`src/rtl/sysctl_pkg.sv`:
```
package sysctl_pkg;

    localparam int DATA_W      = 32;
    localparam int ADDR_W      = 8;
    localparam int IRQ_W       = 7;
    localparam int BOR_W       = 16;
    localparam int LDO_W       = 5;
    localparam int RCAUSE_W    = 6;
    localparam int GATE_BANKS  = 3;   // at most 3 so the banks stay below the control words
    localparam int GATE_REGS   = 3;   // at most 4 per bank stride
    localparam int MAC_W       = 48;

    localparam int PLL_PD_BIT  = 13;
    localparam int LOCK_SRC    = 6;
    localparam int XSEL_LO     = 6;
    localparam int XSEL_W      = 4;
    localparam int XSEL_N      = 1 << XSEL_W;
    localparam int DIV_LO      = 23;
    localparam int DIV_W       = 4;
    localparam int SCALE_STEP  = 5;
    localparam int SCALE_W     = 8;
    localparam int PLL_F_W     = 9;
    localparam int PLL_R_W     = 5;

    localparam logic [DATA_W-1:0] CLKCFG_RST = 32'h078E_3AC0;
    localparam logic [BOR_W-1:0]  BOR_RST    = 16'h7FFD;

    // word indices (byte offset / 4)
    localparam int W_CLKCFG  = 0;
    localparam int W_PLLINFO = 1;
    localparam int W_IRQ_RAW = 4;
    localparam int W_IRQ_EN  = 5;
    localparam int W_IRQ_PND = 6;
    localparam int W_BOR     = 8;
    localparam int W_LDO     = 9;
    localparam int W_RCAUSE  = 10;
    localparam int W_PRST0   = 12;
    localparam int PRST_N    = 3;
    localparam int W_GATE0   = 16;
    localparam int GATE_STR  = 4;
    localparam int W_CTL0    = 28;
    localparam int W_CTL1    = 29;
    localparam int W_MAC_LO  = 30;
    localparam int W_MAC_HI  = 31;

    typedef enum logic [3:0] {
        RID_NONE,
        RID_CLKCFG,
        RID_PLLINFO,
        RID_IRQ_RAW,
        RID_IRQ_EN,
        RID_IRQ_PND,
        RID_BOR,
        RID_LDO,
        RID_RCAUSE,
        RID_PRST,
        RID_GATE,
        RID_CTL0,
        RID_CTL1,
        RID_MAC_LO,
        RID_MAC_HI
    } reg_id_e;

    typedef struct packed {
        reg_id_e    id;
        logic [1:0] bank;
        logic [1:0] idx;
        logic       hit;
    } dec_t;

    function automatic logic [DATA_W-1:0] pll_entry(input logic alt,
                                                    input logic [XSEL_W-1:0] sel);
        int f;
        int r;
        if (alt) begin
            f = 20 * (int'(sel) + 2);
            r = 1;
        end else begin
            f = 25 * (int'(sel) + 1);
            r = int'(sel);
        end
        return {{(DATA_W-PLL_F_W-PLL_R_W){1'b0}}, PLL_F_W'(f), PLL_R_W'(r)};
    endfunction

    function automatic logic [SCALE_W-1:0] scale_of(input logic [DIV_W-1:0] d);
        return SCALE_W'(SCALE_STEP * (int'(d) + 1));
    endfunction

endpackage

```
`src/rtl/sysctl_addr_dec.sv`:
```
module sysctl_addr_dec
    import sysctl_pkg::*;
(
    input  logic [ADDR_W-1:0] addr_i,
    output dec_t              dec_o
);
    localparam int WORD_W = ADDR_W - 2;

    logic [WORD_W-1:0] word;
    assign word = addr_i[ADDR_W-1:2];

    always_comb begin
        int wi;
        int rel;
        wi  = int'(word);
        rel = wi - W_GATE0;
        dec_o = '{id: RID_NONE, bank: 2'd0, idx: 2'd0, hit: 1'b0};
        if (addr_i[1:0] == 2'b00) begin
            case (wi)
                W_CLKCFG:  dec_o.id = RID_CLKCFG;
                W_PLLINFO: dec_o.id = RID_PLLINFO;
                W_IRQ_RAW: dec_o.id = RID_IRQ_RAW;
                W_IRQ_EN:  dec_o.id = RID_IRQ_EN;
                W_IRQ_PND: dec_o.id = RID_IRQ_PND;
                W_BOR:     dec_o.id = RID_BOR;
                W_LDO:     dec_o.id = RID_LDO;
                W_RCAUSE:  dec_o.id = RID_RCAUSE;
                W_CTL0:    dec_o.id = RID_CTL0;
                W_CTL1:    dec_o.id = RID_CTL1;
                W_MAC_LO:  dec_o.id = RID_MAC_LO;
                W_MAC_HI:  dec_o.id = RID_MAC_HI;
                default:   dec_o.id = RID_NONE;
            endcase
            if (wi >= W_PRST0 && wi < W_PRST0 + PRST_N)
                dec_o.id = RID_PRST;
            if (rel >= 0 && rel < GATE_STR * GATE_BANKS && (rel % GATE_STR) < GATE_REGS) begin
                dec_o.id   = RID_GATE;
                dec_o.bank = 2'(rel / GATE_STR);
                dec_o.idx  = 2'(rel % GATE_STR);
            end
        end
        dec_o.hit = (dec_o.id != RID_NONE);
    end

endmodule

```
`src/rtl/sysctl_irq.sv`:
```
module sysctl_irq
    import sysctl_pkg::*;
(
    input  logic             clk,
    input  logic             rst,
    input  logic             en_we_i,
    input  logic             clr_we_i,
    input  logic [IRQ_W-1:0] wval_i,
    input  logic [IRQ_W-1:0] set_i,
    output logic [IRQ_W-1:0] raw_o,
    output logic [IRQ_W-1:0] en_o,
    output logic             irq_o
);
    logic [IRQ_W-1:0] raw_q, raw_d;
    logic [IRQ_W-1:0] en_q, en_d;
    logic             irq_q;

    always_comb begin
        raw_d = raw_q;
        if (clr_we_i)
            raw_d = raw_d & ~wval_i;
        raw_d = raw_d | set_i;
        en_d  = en_we_i ? wval_i : en_q;
    end

    always_ff @(posedge clk) begin
        if (rst) begin
            raw_q <= '0;
            en_q  <= '0;
            irq_q <= 1'b0;
        end else begin
            raw_q <= raw_d;
            en_q  <= en_d;
            irq_q <= |(raw_d & en_d);
        end
    end

    assign raw_o = raw_q;
    assign en_o  = en_q;
    assign irq_o = irq_q;

    AST_IRQ_MATCH: assert property (@(posedge clk) disable iff (rst) irq_o == ((raw_q & en_q) != '0));
    AST_W1C_CLEARS: assert property (@(posedge clk) disable iff (rst) (clr_we_i && set_i == '0) |=> ((raw_q & $past(wval_i)) == '0));
    AST_RAW_HOLD: assert property (@(posedge clk) disable iff (rst) (!clr_we_i && set_i == '0) |=> $stable(raw_q));
    AST_LOCK_POSTED: assert property (@(posedge clk) disable iff (rst) set_i[LOCK_SRC] |=> raw_q[LOCK_SRC]);

endmodule

```
`src/rtl/sysctl_clkcfg.sv`:
```
module sysctl_clkcfg
    import sysctl_pkg::*;
(
    input  logic               clk,
    input  logic               rst,
    input  logic               we_i,
    input  logic [DATA_W-1:0]  wdata_i,
    input  logic               variant_i,
    output logic [DATA_W-1:0]  cfg_o,
    output logic [SCALE_W-1:0] scale_o,
    output logic [DATA_W-1:0]  pll_word_o,
    output logic               lock_evt_o
);
    logic [DATA_W-1:0] cfg_q;
    logic [DATA_W-1:0] tbl [2][XSEL_N];

    always_ff @(posedge clk) begin
        if (rst)
            cfg_q <= CLKCFG_RST;
        else if (we_i)
            cfg_q <= wdata_i;
    end

    // falling edge of the power-down bit across one write
    assign lock_evt_o = we_i && cfg_q[PLL_PD_BIT] && !wdata_i[PLL_PD_BIT];

    for (genvar v = 0; v < 2; v++) begin : g_var
        for (genvar s = 0; s < XSEL_N; s++) begin : g_sel
            assign tbl[v][s] = pll_entry(1'(v), XSEL_W'(s));
        end
    end

    assign pll_word_o = tbl[variant_i][cfg_q[XSEL_LO +: XSEL_W]];
    assign scale_o    = scale_of(cfg_q[DIV_LO +: DIV_W]);
    assign cfg_o      = cfg_q;

    AST_LOCK_EDGE: assert property (@(posedge clk) disable iff (rst) lock_evt_o |=> (!cfg_q[PLL_PD_BIT] && $past(cfg_q[PLL_PD_BIT])));
    AST_SCALE_HOLD: assert property (@(posedge clk) disable iff (rst) !we_i |=> $stable(scale_o));
    AST_SCALE_MIN: assert property (@(posedge clk) disable iff (rst) scale_o >= SCALE_W'(SCALE_STEP));

endmodule

```
`src/rtl/sysctl_regs.sv`:
```
module sysctl_regs
    import sysctl_pkg::*;
(
    input  logic               clk,
    input  logic               rst,
    input  logic               bus_wr,
    input  logic               bus_rd,
    input  logic [ADDR_W-1:0]  bus_addr,
    input  logic [DATA_W-1:0]  bus_wdata,
    output logic [DATA_W-1:0]  bus_rdata,
    output logic               bus_err,
    input  logic               chip_variant,
    input  logic [MAC_W-1:0]   mac_addr,
    output logic [SCALE_W-1:0] clk_scale,
    output logic               irq
);
    localparam int MAC_HALF = MAC_W / 2;

    dec_t dec;

    logic [DATA_W-1:0]   cfg_q;
    logic [DATA_W-1:0]   pll_word;
    logic                lock_evt;
    logic [IRQ_W-1:0]    raw_q, en_q, set_vec;
    logic [BOR_W-1:0]    bor_q;
    logic [LDO_W-1:0]    ldo_q;
    logic [RCAUSE_W-1:0] rcause_q;
    logic [DATA_W-1:0]   ctl0_q, ctl1_q;
    logic [DATA_W-1:0]   gate_q [GATE_BANKS][GATE_REGS];
    logic [DATA_W-1:0]   rd_val;
    logic [DATA_W-1:0]   rdata_q;
    logic                err_q;

    sysctl_addr_dec u_dec (
        .addr_i (bus_addr),
        .dec_o  (dec)
    );

    sysctl_clkcfg u_clk (
        .clk        (clk),
        .rst        (rst),
        .we_i       (bus_wr && dec.id == RID_CLKCFG),
        .wdata_i    (bus_wdata),
        .variant_i  (chip_variant),
        .cfg_o      (cfg_q),
        .scale_o    (clk_scale),
        .pll_word_o (pll_word),
        .lock_evt_o (lock_evt)
    );

    always_comb begin
        set_vec = '0;
        set_vec[LOCK_SRC] = lock_evt;
    end

    sysctl_irq u_irq (
        .clk      (clk),
        .rst      (rst),
        .en_we_i  (bus_wr && dec.id == RID_IRQ_EN),
        .clr_we_i (bus_wr && dec.id == RID_IRQ_PND),
        .wval_i   (bus_wdata[IRQ_W-1:0]),
        .set_i    (set_vec),
        .raw_o    (raw_q),
        .en_o     (en_q),
        .irq_o    (irq)
    );

    // narrow control fields
    always_ff @(posedge clk) begin
        if (rst) begin
            bor_q    <= BOR_RST;
            ldo_q    <= '0;
            rcause_q <= '0;
            ctl0_q   <= '0;
            ctl1_q   <= '0;
        end else if (bus_wr) begin
            case (dec.id)
                RID_BOR:    bor_q    <= bus_wdata[BOR_W-1:0];
                RID_LDO:    ldo_q    <= bus_wdata[LDO_W-1:0];
                RID_RCAUSE: rcause_q <= bus_wdata[RCAUSE_W-1:0];
                RID_CTL0:   ctl0_q   <= bus_wdata;
                RID_CTL1:   ctl1_q   <= bus_wdata;
                default:    ;
            endcase
        end
    end

    // clock-gating banks: word 0 of each bank resets to 1
    for (genvar b = 0; b < GATE_BANKS; b++) begin : g_bank
        for (genvar r = 0; r < GATE_REGS; r++) begin : g_word
            localparam logic [DATA_W-1:0] RV = (r == 0) ? DATA_W'(1) : '0;
            always_ff @(posedge clk) begin
                if (rst)
                    gate_q[b][r] <= RV;
                else if (bus_wr && dec.id == RID_GATE && dec.bank == 2'(b) && dec.idx == 2'(r))
                    gate_q[b][r] <= bus_wdata;
            end
        end
    end

    always_comb begin
        rd_val = '0;
        case (dec.id)
            RID_CLKCFG:  rd_val = cfg_q;
            RID_PLLINFO: rd_val = pll_word;
            RID_IRQ_RAW: rd_val = DATA_W'(raw_q);
            RID_IRQ_EN:  rd_val = DATA_W'(en_q);
            RID_IRQ_PND: rd_val = DATA_W'(raw_q & en_q);
            RID_BOR:     rd_val = DATA_W'(bor_q);
            RID_LDO:     rd_val = DATA_W'(ldo_q);
            RID_RCAUSE:  rd_val = DATA_W'(rcause_q);
            RID_CTL0:    rd_val = ctl0_q;
            RID_CTL1:    rd_val = ctl1_q;
            RID_MAC_LO:  rd_val = DATA_W'(mac_addr[MAC_HALF-1:0]);
            RID_MAC_HI:  rd_val = DATA_W'(mac_addr[MAC_W-1:MAC_HALF]);
            RID_GATE: begin
                for (int b = 0; b < GATE_BANKS; b++)
                    for (int r = 0; r < GATE_REGS; r++)
                        if (dec.bank == 2'(b) && dec.idx == 2'(r))
                            rd_val = gate_q[b][r];
            end
            default:     rd_val = '0;
        endcase
    end

    always_ff @(posedge clk) begin
        if (rst) begin
            rdata_q <= '0;
            err_q   <= 1'b0;
        end else begin
            rdata_q <= bus_rd ? rd_val : '0;
            err_q   <= (bus_rd || bus_wr) && !dec.hit;
        end
    end

    assign bus_rdata = rdata_q;
    assign bus_err   = err_q;

    AST_ERR_CAUSE: assert property (@(posedge clk) disable iff (rst) bus_err |-> $past(bus_rd || bus_wr));
    AST_UNMAPPED_ZERO: assert property (@(posedge clk) disable iff (rst) (bus_rd && !dec.hit) |=> (bus_rdata == '0 && bus_err));
    AST_PRST_ZERO: assert property (@(posedge clk) disable iff (rst) (bus_rd && dec.id == RID_PRST) |=> bus_rdata == '0);
    AST_BOR_KEEP: assert property (@(posedge clk) disable iff (rst) !(bus_wr && dec.id == RID_BOR) |=> $stable(bor_q));

endmodule

```
`config.mk`:
```
export PLATFORM = sky130hd
export DESIGN_NAME = sysctl_regs
export DESIGN_NICKNAME = d
export VERILOG_FILES = /design/src/rtl/sysctl_pkg.sv /design/src/rtl/sysctl_addr_dec.sv /design/src/rtl/sysctl_irq.sv /design/src/rtl/sysctl_clkcfg.sv /design/src/rtl/sysctl_regs.sv
export SDC_FILE = /design/constraint.sdc
export NUM_CORES = 1
export LEC_CHECK = 0
export BUFFER_PORTS_ARGS = -buffer_cell sky130_fd_sc_hd__buf_2
export CORE_ASPECT_RATIO = 0.6
export CORE_UTILIZATION = 45
export CTS_BUF_LIST = sky130_fd_sc_hd__clkbuf_2 sky130_fd_sc_hd__clkbuf_4 sky130_fd_sc_hd__clkbuf_8
export DETAILED_ROUTE_END_ITERATION = 10
export PLACE_DENSITY = 0.66
export SYNTH_ARGS = -nofsm -noshare
export SYNTH_HDL_FRONTEND = slang
export SYNTH_SLANG_ARGS = --single-unit
export TNS_END_PERCENT = 50
```
`constraint.sdc`:
```
create_clock -name clk -period 6.3 [get_ports clk]
set_clock_uncertainty 0.1 [all_clocks]
set_input_delay 0.315 -clock clk [delete_from_list [all_inputs] [get_ports clk]]
set_output_delay 0.315 -clock clk [all_outputs]
set_load 0.005 [all_outputs]
```
==> results of run 1 <==
## metal layers
layer	wire, microns	track usage (%)	up-vias
li1	-	-	7407
met1	27800	40.0	8136
met2	28700	41.2	1056
met3	7330	6.00	162
met4	2000	9.96	6
met5	123	1.74	-
## path summary, 6_finish.rpt
path              endpoint  slack, ns
min          bus_rdata[17]       0.02
max reg2reg  bus_rdata[10]       3.07
max          bus_rdata[15]       1.85
min reg2reg      ctl0_q[2]       0.36
## registers in the layout (all words and copies together) (netlist names), 5 cells and up
signal,flops
bus_rdata,32
u_clk.cfg_o,32
gate_q,288
ctl1_q,32
ctl0_q,32
u_irq.raw_o,7
rcause_q,6
ldo_q,5
u_irq.en_o,7
bor_q,16
## critical path: cells and delay by family
| kind | cells | cell delay, ns |
|---|---|---|
| simple gates | 4 | 1.74 |
| compound gates | 3 | 0.52 |
| buf+inv | 4 | 1.50 |
| fa+ha+maj | 2 | 0.81 |
## final cells by class
type / instances / area [sq um] / area share [%]
Clock inverter: 16 / 136 / 0.570
Timing Repair Buffer: 241 / 1620 / 6.76
Tap cell: 620 / 776 / 3.24
Multi-Input combinational cell: 1299 / 8050 / 33.6
Clock buffer: 101 / 1230 / 5.13
Sequential cell: 459 / 12100 / 50.4
Inverter: 15 / 56.3 / 0.235
## cells by family after synthesis
| group | Yosys count | share of synthesized area (%) |
|---|---|---|
| compound gates | 474 | 15.9 |
| xor+xnor | 8 | 0.338 |
| fa+ha+maj | 23 | 1.42 |
| buf+inv | 196 | 3.77 |
| flops | 459 | 58.2 |
| mux | 25 | 1.30 |
| simple gates | 769 | 19.0 |
## repair_timing
action                                  CTS  global route
endpoints found under the setup margin    0             0
buffers inserted                          0             0
hold endpoints to repair                101             0
hold buffers                             56             0
## power breakdown
group	switching [mW]	internal (mW)
clock network	1.22	1.30
registers	0.0338	3.28
logic	0.238	0.103
total	1.49	4.69
## metrics by stage
stage	utilization, %	worst slack, ns	power [mW]
after floorplan	-	0.741	3.54
after global routing	53.0	1.65	6.34
after CTS	53.0	1.91	6.18
after global placement	48.8	1.74	3.69
final	53.0	1.85	6.17
after detailed placement	48.8	1.55	3.69
## placed cells by master (no fill, tap or decap), types with 25 or more instances in the layout
master	count
a22oi_1	29
a222oi_1	70
buf_2	133
dfxtp_1	171
a21oi_1	159
clkbuf_8	75
nor2_1	56
clkbuf_4	26
buf_4	52
nand3_1	62
a221oi_1	25
and2_1	287
dlygate4sd3_1	56
edfxtp_1	288
nand2_1	278
o21ai_0	51
==> parameters.txt, run 1 <==
Parameter                              Value

Critical path
  Launching element type of the critical path ... input pin
  Longest individual stage delay on the worst path ... 0.97 ns
  Cells traversed along the worst timing path ... buf_2, inv_1, ha_1, nor2b_1, ha_1, nor3_1, and2_1, buf_4, a21oi_1, nand3_1, o2111ai_1, a31oi_1, dlygate4sd3_1
  Worst reg2reg startpoint ... u_clk.cfg_o[6]
  Worst Reg2Reg Path Length in Cells ... 10
  Type of the worst setup path ... input pin to register
  Type of element capturing the critical path ... register
  Data arrival time of the critical path ... 4.93 ns
  CP max FO ... 22
  Worst-path cell with the longest stage delay ... and2_1
  Source of the critical timing path ... bus_addr[2]
  Required time of the critical path ... 6.78 ns
  CP most frequent cell ... ha_1

Worst hold path
  Launch point of the worst hold path ... mac_addr[41]
  Cell depth of the worst hold path ... 3
  Kind of path behind the tightest hold check ... input pin to register

Logic synthesis
  Post-synthesis instance total ... between 1,500 and 2,000
  Synth Net Count ... around 2,100
  Flip-flop and latch count after synthesis ... 459
  Area contributors post-synth ... edfxtp_1 42%, dfxtp_1 17%, and2_1 8.7%, nand2_1 5.0%, a21oi_1 3.8%
  Post-synthesis async set-or-reset flop share ... 0%
  Area share of the largest cell type after synthesis ... 41.7%
  Number of distinct library cells after synthesis ... 76
  Number of enable flip-flop cells after synthesis ... 288
  Number of warnings printed during yosys synthesis ... 0
  Flip-flop cell with the highest count after synthesis ... edfxtp_1
  Portion of the post-synthesis area used by sequential elements ... 58.2%
  Cell type with the largest total area after synthesis ... edfxtp_1
  Leading cell type by number of instances after synthesis ... edfxtp_1
  Synth top cells by count ... 288 x edfxtp_1, 287 x and2_1, 278 x nand2_1
  Average footprint of a synthesized cell ... about 11 sq um
  Post-synthesis instance area ... approximately 21,000 sq um

Detailed routing
  Post-detailed-route count of antenna-violating nets ... 0
  Via density per instance ... about 6.1
  Iteration-0 DRC count of the detailed router ... 2,650
  1st-pass router iterations ... 10
  Vias ... 16,800
  Drt wl/cell ... 24.0 microns
  Final routed wirelength across all metal layers ... ~66,000 microns
  # DRC ... 0

Global routing
  Overall overflow remaining after global route ... 0
  Aggregate global-route resource usage ... 27.8%
  First-pass GRT wire length ... 98,600 microns
  Antenna violations before repair ... 1
  Largest net degree at the start of global routing ... 59
  Vias in the first global route ... about 16,000

Timing
  Max Freq ... roughly 0.22 GHz
  Final critical-path required period ... 4.45 ns
  Relative slew slack ... 12.2%
  Final Hold Vio Count ... 0
  Endpoints failing setup ... 0
  Unrepaired setup endpoints after global routing ... false
  Share of the clock period used by the worst path ... 70.7%
  Slew at the pin closest to its max-slew limit ... ~1.3 ns
  Setup TNS after final layout ... 0 ns
  Hold slack ... 0.0211 ns
  Pins Over Slew Limit ... 0

Final layout
  Filler Cells Inserted ... 3,906
  Ratio of cells with drive above 1 in the final layout ... 16.4%
  Post-Layout Cell Count ... 2,751
  Layout overhead on the synthesized area ... 15.5%
  Area of all placed cells without fillers ... 23,900 sq um
  Total inserted antenna cells ... 0
  Nets ... 2,200

Clock tree
  Clock tree from TritonCTS ... yes
  CTS HTree Levels ... 3
  Maximum root-to-sink buffer count ... 3
  Count of clock tree sinks ... 459
  Clock tree root buffer cell ... clkbuf_8
  Reg clk slew, reported paths ... 0.07 ns
  Clock latency at the later pin of the worst-skew pair ... 0.63 ns
  CTS-repair resized insts ... 0
  Cts bufs inserted ... ~70

Die
  IO Pins ... 135
  DIE AREA ... 47,000 sq um
  Area of the core ... about 45,000 sq um
  Number of placement rows ... 60
  Initial Util ... 45.9%
  Overall die width ... 279 microns
  Vertical die dimension ... 168 microns

Placed design
  Placer congestion estimate ... 0.947
  Input/output buffers ... 134
  Cell area reported after detailed placement ... approximately 22,000 sq um
  HPWL after DPL ... 41,800 microns
  Dpl cells ... 2,578

Run status
  Run status ... complete, no violations

Power
  Leak Pwr ... 8.57 nW
  Maximum ir drop on the vdd rail ... ~0.00019 V
  Areal power density over the cells ... 258 nW/um^2

Job
  Max-capacitance violation count ... 0
Power figures use the tool's default switching activity.
==> run 2: changes to the inputs <==
--- a/config.mk
+++ b/config.mk
@@ -10,7 +10,7 @@
 export CORE_UTILIZATION = 45
 export CTS_BUF_LIST = sky130_fd_sc_hd__clkbuf_2 sky130_fd_sc_hd__clkbuf_4 sky130_fd_sc_hd__clkbuf_8
 export DETAILED_ROUTE_END_ITERATION = 10
-export PLACE_DENSITY = 0.66
+export PLACE_DENSITY = 0.69
 export SYNTH_ARGS = -nofsm -noshare
 export SYNTH_HDL_FRONTEND = slang
 export SYNTH_SLANG_ARGS = --single-unit
==> constraint.sdc (replaced) <==
create_clock -name clk -period 3.95 [get_ports clk]
set_clock_uncertainty 0.1 [all_clocks]
set_input_delay 0.1975 -clock clk [delete_from_list [all_inputs] [get_ports clk]]
set_output_delay 0.1975 -clock clk [all_outputs]
set_load 0.005 [all_outputs]
==> run 2 against run 1 <==
Compared with the run above:
- worst setup slack worse by 1.6 ns
- final cell count is 2.7% higher
- via count is 2.0% higher
- final area is 3.5% higher
- clock-buffer cell count is 2 higher
- sequential power is 59% higher
- register-to-register slack worse by 2.4 ns
- flip-flop and latch count stayed put
- largest cell class unchanged
==> parameters.txt, run 2 (synthesis gave the netlist of run 1 again) <==
Parameter                              Value

Run status
  Run status ... complete, no violations (unchanged)

Power
  Maximum ir drop on the vdd rail ... 0.000270 V (was 0.000186 V)
  Leak Pwr ... 9.00 nW (was 8.57 nW)
  Areal power density over the cells ... 403 nW/um^2 (was 258 nW/um^2)
  Overall Power ... 9.97 mW (was 6.17 mW)

Worst hold path
  Kind of path behind the tightest hold check ... input pin to register (unchanged)

Global routing
  Overall overflow remaining after global route ... 0 (unchanged)
  Antenna violations before repair ... 0 (was 1)
  Largest net degree at the start of global routing ... 59 (unchanged)
  Aggregate global-route resource usage ... 28.0% (was 27.8%)
  Vias in the first global route ... 16,500 (was 16,100)
  First-pass GRT wire length ... 99,800 microns (was 98,600 microns)

Clock tree
  Clock latency at the later pin of the worst-skew pair ... 0.63 ns (about the same)
  Number of buffers added for setup after CTS ... 0 (unchanged)
  Count of clock tree sinks ... 459 (unchanged)
  Reg clk slew, reported paths ... 0.07 ns (about the same)
  Clock tree from TritonCTS ... yes (unchanged)
  Cts bufs inserted ... 67 (was 68)
  Clock tree root buffer cell ... clkbuf_8 (unchanged)
  Maximum root-to-sink buffer count ... 3 (unchanged)
  CTS HTree Levels ... 3 (unchanged)

Critical path
  Required time of the critical path ... 4.41 ns (was 6.78 ns)
  Launching element type of the critical path ... input pin (unchanged)
  Flop-to-flop setup slack ... 0.70 ns (was 3.07 ns)
  CP max FO ... 17 (was 22)
  Data arrival time of the critical path ... 4.21 ns (was 4.93 ns)
  Type of the worst setup path ... input pin to register (unchanged)
  Type of element capturing the critical path ... register (unchanged)

Detailed routing
  Post-detailed-route count of antenna-violating nets ... 0 (unchanged)
  Via density per instance ... 6.05 (was 6.09)
  Vias ... 17,100 (was 16,800)
  Final routed wirelength across all metal layers ... 66,000 microns (was 65,900 microns)
  Drt wl/cell ... 23.4 microns (was 24.0 microns)
  Iteration-0 DRC count of the detailed router ... 2,530 (was 2,650)
  1st-pass router iterations ... 10 (unchanged)
  # DRC ... 0 (unchanged)

Final layout
  Max reg flops ... 288 (unchanged)
  Register bank with the most flops ... gate_q (unchanged)
  Nets ... 2,272 (was 2,200)
  Commonest non-fill, non-tap cells in the layout ... 288 x edfxtp_1, 287 x and2_1, 278 x nand2_1 (unchanged)
  Layout overhead on the synthesized area ... 19.4% (was 15.5%)
  Post-Layout Cell Count ... 2,825 (was 2,751)
  Leading cell type in the layout, fill and taps excluded ... edfxtp_1 (unchanged)
  Ratio of cells with drive above 1 in the final layout ... 18.4% (was 16.4%)
  Total inserted antenna cells ... 0 (unchanged)

Die
  Number of placement rows ... 60 (unchanged)
  Area of the core ... 45,100 sq um (unchanged)
  Vertical die dimension ... 168 microns (unchanged)
  Overall die width ... 279 microns (unchanged)
  DIE AREA ... 47,000 sq um (unchanged)
  Initial Util ... 45.9% (unchanged)
  IO Pins ... 135 (unchanged)

Timing
  Relative slew slack ... 41.5% (was 12.2%)
  Max Freq ... between 0.2 and 0.3 GHz
  Hold slack ... 0.0223 ns (was 0.0211 ns)
  Slew at the pin closest to its max-slew limit ... 0.871 ns (was 1.32 ns)
  Final Hold Vio Count ... 0 (unchanged)
  Setup ws final ... 0.200 ns (was 1.85 ns)
  Share of the clock period used by the worst path ... 94.9%
  Unrepaired setup endpoints after global routing ... false (unchanged)
  Final critical-path required period ... 3.75 ns
  Pins Over Slew Limit ... 0 (unchanged)
  Setup TNS after final layout ... 0 ns (unchanged)
  Endpoints failing setup ... 0 (unchanged)

Placed design
  Placer congestion estimate ... 0.913 (was 0.947)
  Input/output buffers ... 134 (unchanged)
  HPWL after DPL ... 43,100 microns (was 41,800 microns)
  Dpl cells ... 2,635 (was 2,578)
  Post-Place Setup Slack ... 0.205 ns (was 1.55 ns)

Job
  Max-capacitance violation count ... 0 (unchanged)
-- run 2: cell types whose count changed in the layout (fill, tap and decap cells not counted), sizes merged --
cell	previous run	this run
buf	185	242
dlygate4sd3	56	72
clkbuf	101	103
clkinvlp	3	1
bufinv	1	2
-- run 2: final cells by class --
type	instances	area, sq um
fillers	3829	20400
flip-flops and latches	459	12100
well taps	620	776
inverters	15	56.3
repair buffers	314	2400
multi-input cells	1299	8040
clock inverters	15	138
clock buffers	103	1270
-- run 2: report_power, final --
group	internal (mW)	leakage, nW	total, mW	switching (mW)
registers	5.23	4.11	5.29	0.0553
clock network	2.19	0.750	4.10	1.91
logic	0.197	4.14	0.583	0.386
-- run 2: path summary, 6_finish.rpt --
check                  from       endpoint  cells past startpoint
max             bus_addr[3]  bus_rdata[16]                     13
min                     rst     ctl0_q[11]                      2
max reg2reg  u_clk.cfg_o[6]  bus_rdata[10]                     10
min reg2reg       bor_q[15]      bor_q[15]                      2
-- run 2: critical path: stages --
cell and delay, ns:
buf_2 0.22, inv_1 0.15, ha_1 0.31, or4bb_1 0.49, o311a_4 0.15, or3_1 0.38, nor4b_4 0.28, and3_1 0.64
buf_4 0.38, a22o_1 0.19, a221oi_1 0.06, a31oi_1 0.18, dlygate4sd3_1 0.57
-- run 2: what timing repair did --
item	4_1_cts	5_1_grt
hold endpoints to repair	344	0
setup endpoints to repair	0	0
hold buffers	72	0
gates resized for setup	0	0
-- run 2: per-stage QoR --
stage | util, % | area (sq um)
2_1_floorplan | - | 20700
3_3_place_gp | 50.2 | 22600
3_5_place_dp | 50.2 | 22600
4_1_cts | 54.9 | 24800
5_1_grt | 54.9 | 24800
6_report | 54.9 | 24800
-- run 2: metal layers --
layer,wire (microns),vias to the layer above,GRT usage [%],part of all wire [%]
met2,28600,1089,41.6,43
li1,-,7559,-,-
met5,0,-,0,0
met4,2480,0,11.0,3.8
met1,27600,8290,39.6,42
met3,7300,166,6.56,11
